--- config.mk ---
export PLATFORM = sky130hd
export DESIGN_NAME = updn_counter
export DESIGN_NICKNAME = d
export VERILOG_FILES = /design/src/rtl/updn_counter.sv
export SDC_FILE = /design/constraint.sdc
export NUM_CORES = 1
export LEC_CHECK = 0
export ABC_AREA = 1
export CORE_AREA = 5 5 42 44
export DETAILED_ROUTE_END_ITERATION = 8
export DIE_AREA = 0 0 47 49
export PLACE_DENSITY = 0.53
export SLEW_MARGIN = 20
export SYNTH_ARGS = -nofsm -noshare
export SYNTH_HDL_FRONTEND = slang
export SYNTH_SLANG_ARGS = --single-unit
export TNS_END_PERCENT = 20
--- constraint.sdc ---
create_clock -name clk -period 1.7 [get_ports clk]
set_input_delay 0.255 -clock clk [delete_from_list [all_inputs] [get_ports clk]]
set_output_delay 0.255 -clock clk [all_outputs]
set_load 0.03 [all_outputs]
--- src/rtl/updn_counter.sv ---
module updn_counter #(
  parameter int W       = 4,
  parameter int DEC_TOP = 9
) (
  input  logic         clk,
  input  logic         ld_en,
  input  logic [W-1:0] ld_val,
  input  logic         dec_mode,
  input  logic         cnt_up,
  output logic [W-1:0] count,
  output logic         term_out
);
  localparam logic [W-1:0] BIN_T = '1;
  localparam logic [W-1:0] DEC_T = W'(DEC_TOP);

  logic [W-1:0] cnt_q, cnt_d, top_val;
  logic         at_zero, up_wrap;

  assign top_val = dec_mode ? DEC_T : BIN_T;
  assign at_zero = (cnt_q == '0);
  assign up_wrap = dec_mode ? (cnt_q >= DEC_T) : (cnt_q == BIN_T);

  always_comb begin
    if (ld_en)        cnt_d = ld_val;
    else if (cnt_up)  cnt_d = up_wrap ? '0 : cnt_q + 1'b1;
    else              cnt_d = at_zero ? top_val : cnt_q - 1'b1;
  end

  always_ff @(posedge clk) cnt_q <= cnt_d;

  assign count    = cnt_q;
  assign term_out = cnt_up ? (cnt_q == top_val) : at_zero;

  // Checks are armed once a load has given the count a defined value.
  logic chk_armed = 1'b0;
  always_ff @(posedge clk) if (ld_en) chk_armed <= 1'b1;

  AST_LOAD_TAKES: assert property (@(posedge clk) disable iff (!chk_armed)
    ld_en |=> count == $past(ld_val));
  AST_BIN_UP: assert property (@(posedge clk) disable iff (!chk_armed)
    (!ld_en && cnt_up && !dec_mode) |=> count == W'($past(count) + 1'b1));
  AST_BIN_DN_WRAP: assert property (@(posedge clk) disable iff (!chk_armed)
    (!ld_en && !cnt_up && !dec_mode && count == '0) |=> count == BIN_T);
  AST_DEC_UP_WRAP: assert property (@(posedge clk) disable iff (!chk_armed)
    (!ld_en && cnt_up && dec_mode && count >= DEC_T) |=> count == '0);
  AST_DEC_DN_WRAP: assert property (@(posedge clk) disable iff (!chk_armed)
    (!ld_en && !cnt_up && dec_mode && count == '0) |=> count == DEC_T);
  AST_DN_STEP: assert property (@(posedge clk) disable iff (!chk_armed)
    (!ld_en && !cnt_up && count != '0) |=> count == W'($past(count) - 1'b1));
  AST_CARRY_UP: assert property (@(posedge clk) disable iff (!chk_armed)
    (!ld_en && cnt_up && term_out) |=> count == '0);
  AST_CARRY_DN: assert property (@(posedge clk) disable iff (!chk_armed)
    (!ld_en && !cnt_up && term_out) |=> count == ($past(dec_mode) ? DEC_T : BIN_T));
endmodule

==> results.py <==
metrics = {
    "grt": {
        "grt_pass1_wl_mm": 1.59,
        "grtUsageTotal_pct": 9.57,
        "antenna_found_initial": 0,
        "grt_max_degree": 7,
        "grt_pass1_vias": 382,
        "global_route.overflow_total": 0,
    },
    "setup_path": {
        "worst-endpoint-required_ps": 1440,
        "setup_crit_start_kind": "register",
        "arrival_time_at_the_worst_endpoint_ps": 1340,
        "critPathTopFamily": "flip-flops",
        "critPathMaxStageDelay_ps": 330,
        "slowest_stage": "sky130_fd_sc_hd__dfxtp_2",
        "worst_setup_path_end_kind": "primary output",
        "critical_path.max_fanout": 5,
        "worst-setup-path-type": "register to primary output",
        "worst-path-buf-inv": 2,
        "worst-r2r-setup-slack_ps": 410,
        "timing.critical_path.cells": "inv_1 -> ha_4 -> nand2_4 -> nor2_2 -> nand2_1 -> o21ai_1 -> buf_4",
    },
    "timing": {
        "setup-tns-final_ps": 0,
        "final.setup_skew_ps": 1.24,
        "finalHoldViolations": 0,
        "final.min_clock_period_ps": 1600,
        "slew_headroom_pct": 79.7,
        "finalHoldWorstSlack_ps": 560,
        "grt_setup_unrepaired": "no",
        "final_period_util_pct": 93.9,
        "max_freq_ghz": 0.627,
        "report.final.slew_viol_count": 0,
        "setup_violations": 0,
        "timing_worst_slew_pin_value_ps": 304,
    },
    "cells_and_area": {
        "largest_register_ffs": 4,
        "share_of_final_layout_standard_cells_stronger_than_drive_strength_1_pct": 25.6,
        "antenna_cells": 0,
        "final_area_sq_um": 591,
        "synthToLayoutAreaGrowth_pct": 51.8,
        "final_nets": 95,
        "postLayoutCoreUtil_pct": 42.1,
    },
    "power_and_ir_drop": {
        "pwr_density_cell_mw_per_mm2": 812,
        "p_leak_nw": 0.290,
        "vdd_ir_drop_max_v": 0.000363,
        "post-layout-total-power_uw": 480,
    },
    "run_status": {
        "status": "finished clean",
    },
    "logic_synthesis": {
        "synth-edff-count": 0,
        "yosys.area.top_type_share_pct": 20.6,
        "ys_top_cells_by_count": "sky130_fd_sc_hd__nand2_1 (20), sky130_fd_sc_hd__nand3_1 (8), sky130_fd_sc_hd__inv_1 (5)",
        "synthMostInstantiatedCell": "sky130_fd_sc_hd__nand2_1",
        "postSynth.topFlopCell": "sky130_fd_sc_hd__dfxtp_1",
        "yosys-top-cells-area": "sky130_fd_sc_hd__dfxtp_1 (21%), sky130_fd_sc_hd__nand2_1 (19%), sky130_fd_sc_hd__nand3_1 (10%)",
        "synth_seq_area_share_pct": 20.6,
        "yosys_register_bits": 4,
        "synth.distinct_cells": 20,
        "synthesis.nets": 74,
        "postSynthCellCount": 63,
        "yosys_warnings": 0,
        "synthDominantAreaCellType": "sky130_fd_sc_hd__dfxtp_1",
        "synth-async-reset-ratio_pct": 0,
        "synth_area_sq_um": 389,
        "syn_avg_cell_area_sq_um": 6.18,
    },
    "placement": {
        "buffer_ports.inserted": 12,
        "gp_congestion": 0.815,
        "dp.final_hpwl_microns": 822,
        "placed_area_sq_um": 553,
    },
    "detailed_routing": {
        "antenna_violating_nets_post_route": 0,
        "drt-wirelength-per-cell_microns": 9.99,
        "wl_microns": 979,
        "1st_iter_drt_viols": 9,
        "drc_errors": 0,
        "firstDrtPassIters": 3,
        "total_number_of_vias": 438,
        "vias_per_cell": 4.47,
    },
    "clocking": {
        "latest_clock_arrival_within_the_worst_skew_pair_ps": 230,
        "cts-root-to-sink-buffers": 2,
        "worst_setup_hold_path_clk_slew_ps": 30,
        "cts.htree.levels": 1,
        "cts_bufs_inserted": 3,
        "cts_tree": "yes",
        "clock_sinks": 4,
        "ctsHoldBuffers": 0,
        "root_buffer": "sky130_fd_sc_hd__clkbuf_4",
    },
    "floorplanning": {
        "die_width_microns": 47,
        "dieArea_sq_mm": 0.00230,
        "initial_utilization_pct": 27.8,
        "floorplan.core_area_sq_mm": 0.00140,
        "floorplan.io_pins": 13,
        "fp.dieH_microns": 49,
        "rows": 14,
    },
    "flow_run": {
        "cap_viol_max_count": 0,
    },
    "worst_hold_path": {
        "hold_crit_path_type": "input pin to register",
    },
}
## per-layer routing
metal,share of wire (%),vias to the layer above,global-route usage [%]
li1,-,239,-
met1,45,189,12.5
met2,49,10,13.8
met3,5.1,0,1.11
met4,0,0,6.91
met5,0,-,0
## cell families (layout without fill, tap and decap cells)
| group | Yosys count | count (layout) | synth area share (%) |
|---|---|---|---|
| AND/OR/NAND/NOR | 37 | 37 | 43.1 |
| AO/OA/AOI/OAI | 9 | 9 | 12.5 |
| buffers and inverters | 9 | 28 | 11.9 |
| flip-flops | 4 | 4 | 20.6 |
| adder cells (fa/ha/maj) | 3 | 3 | 9.65 |
| XOR/XNOR | 1 | 1 | 2.25 |
## worst paths after layout
| path | start | to | depth (start not counted) |
|---|---|---|---|
| hold / removal | ld_val[1] | count[1] | 3 |
| hold reg to reg | count[0] | count[0] | 3 |
| setup / recovery | count[1] | term_out | 7 |
| setup reg to reg | count[1] | count[3] | 9 |
## through the flow
stage                     worst slack (ps)  instances
after CTS                             8.89         98
final                                  104         98
after detailed placement               142         95
after global routing                  24.5         98
after global placement                 127         95
after floorplan                       9.77         63
## where the power goes
group          total [mW]  leakage (nW)  switching, mW  internal, mW
Sequential          0.135        0.0340         0.0247         0.111
Combinational       0.232         0.242          0.127         0.105
Clock               0.112        0.0138         0.0336        0.0786
Total               0.480         0.290          0.185         0.294
## cell type report
type,count,area (sq um)
Fill cell,173,811
Multi-Input combinational cell,50,275
Timing Repair Buffer,17,154
Sequential cell,4,83.8
Inverter,8,35.0
Clock buffer,3,22.5
Tap cell,16,20.0
## cells in the final DEF (no fill, tap or decap)
cell type                         synthesis  final
sky130_fd_sc_hd__inv_1                    5      4
sky130_fd_sc_hd__or2_0                    1      1
sky130_fd_sc_hd__nand2_1                 20     20
sky130_fd_sc_hd__nor2_1                   3      3
sky130_fd_sc_hd__buf_4                    0      6
sky130_fd_sc_hd__o21ai_0                  2      2
sky130_fd_sc_hd__ha_1                     3      2
sky130_fd_sc_hd__clkbuf_4                 0      3
sky130_fd_sc_hd__inv_2                    2      3
sky130_fd_sc_hd__o21ai_1                  2      2
sky130_fd_sc_hd__nand2_4                  1      1
sky130_fd_sc_hd__dfxtp_2                  0      3
sky130_fd_sc_hd__a21oi_1                  4      4
sky130_fd_sc_hd__dlygate4sd2_1            0      1
sky130_fd_sc_hd__nor3_1                   1      1
sky130_fd_sc_hd__xor2_1                   1      1
sky130_fd_sc_hd__a21oi_2                  1      1
sky130_fd_sc_hd__inv_6                    1      1
sky130_fd_sc_hd__ha_4                     0      1
sky130_fd_sc_hd__dfxtp_1                  4      1
sky130_fd_sc_hd__nand4_1                  1      1
sky130_fd_sc_hd__nand2_2                  1      1
sky130_fd_sc_hd__nor2_2                   1      1
sky130_fd_sc_hd__nand3_1                  8      8
sky130_fd_sc_hd__clkdlybuf4s50_1          0     10
## worst reg2reg max path, stage by stage, from the launching register on
cell,delay [ps]
sky130_fd_sc_hd__dfxtp_2,360
sky130_fd_sc_hd__buf_4,130
sky130_fd_sc_hd__ha_1,170
sky130_fd_sc_hd__nand2_1,70
sky130_fd_sc_hd__a21oi_2,120
sky130_fd_sc_hd__nand2_2,90
sky130_fd_sc_hd__nand3_1,80
sky130_fd_sc_hd__nand2_1,60
sky130_fd_sc_hd__nand2_1,60
sky130_fd_sc_hd__nand2_1,40
## what timing repair did
item	in CTS	in global routing
setup buffers	0	0
pin swaps	0	0
setup endpoints to repair	2	1
gates resized for setup	3	4
(Power assumes the default switching activity.)
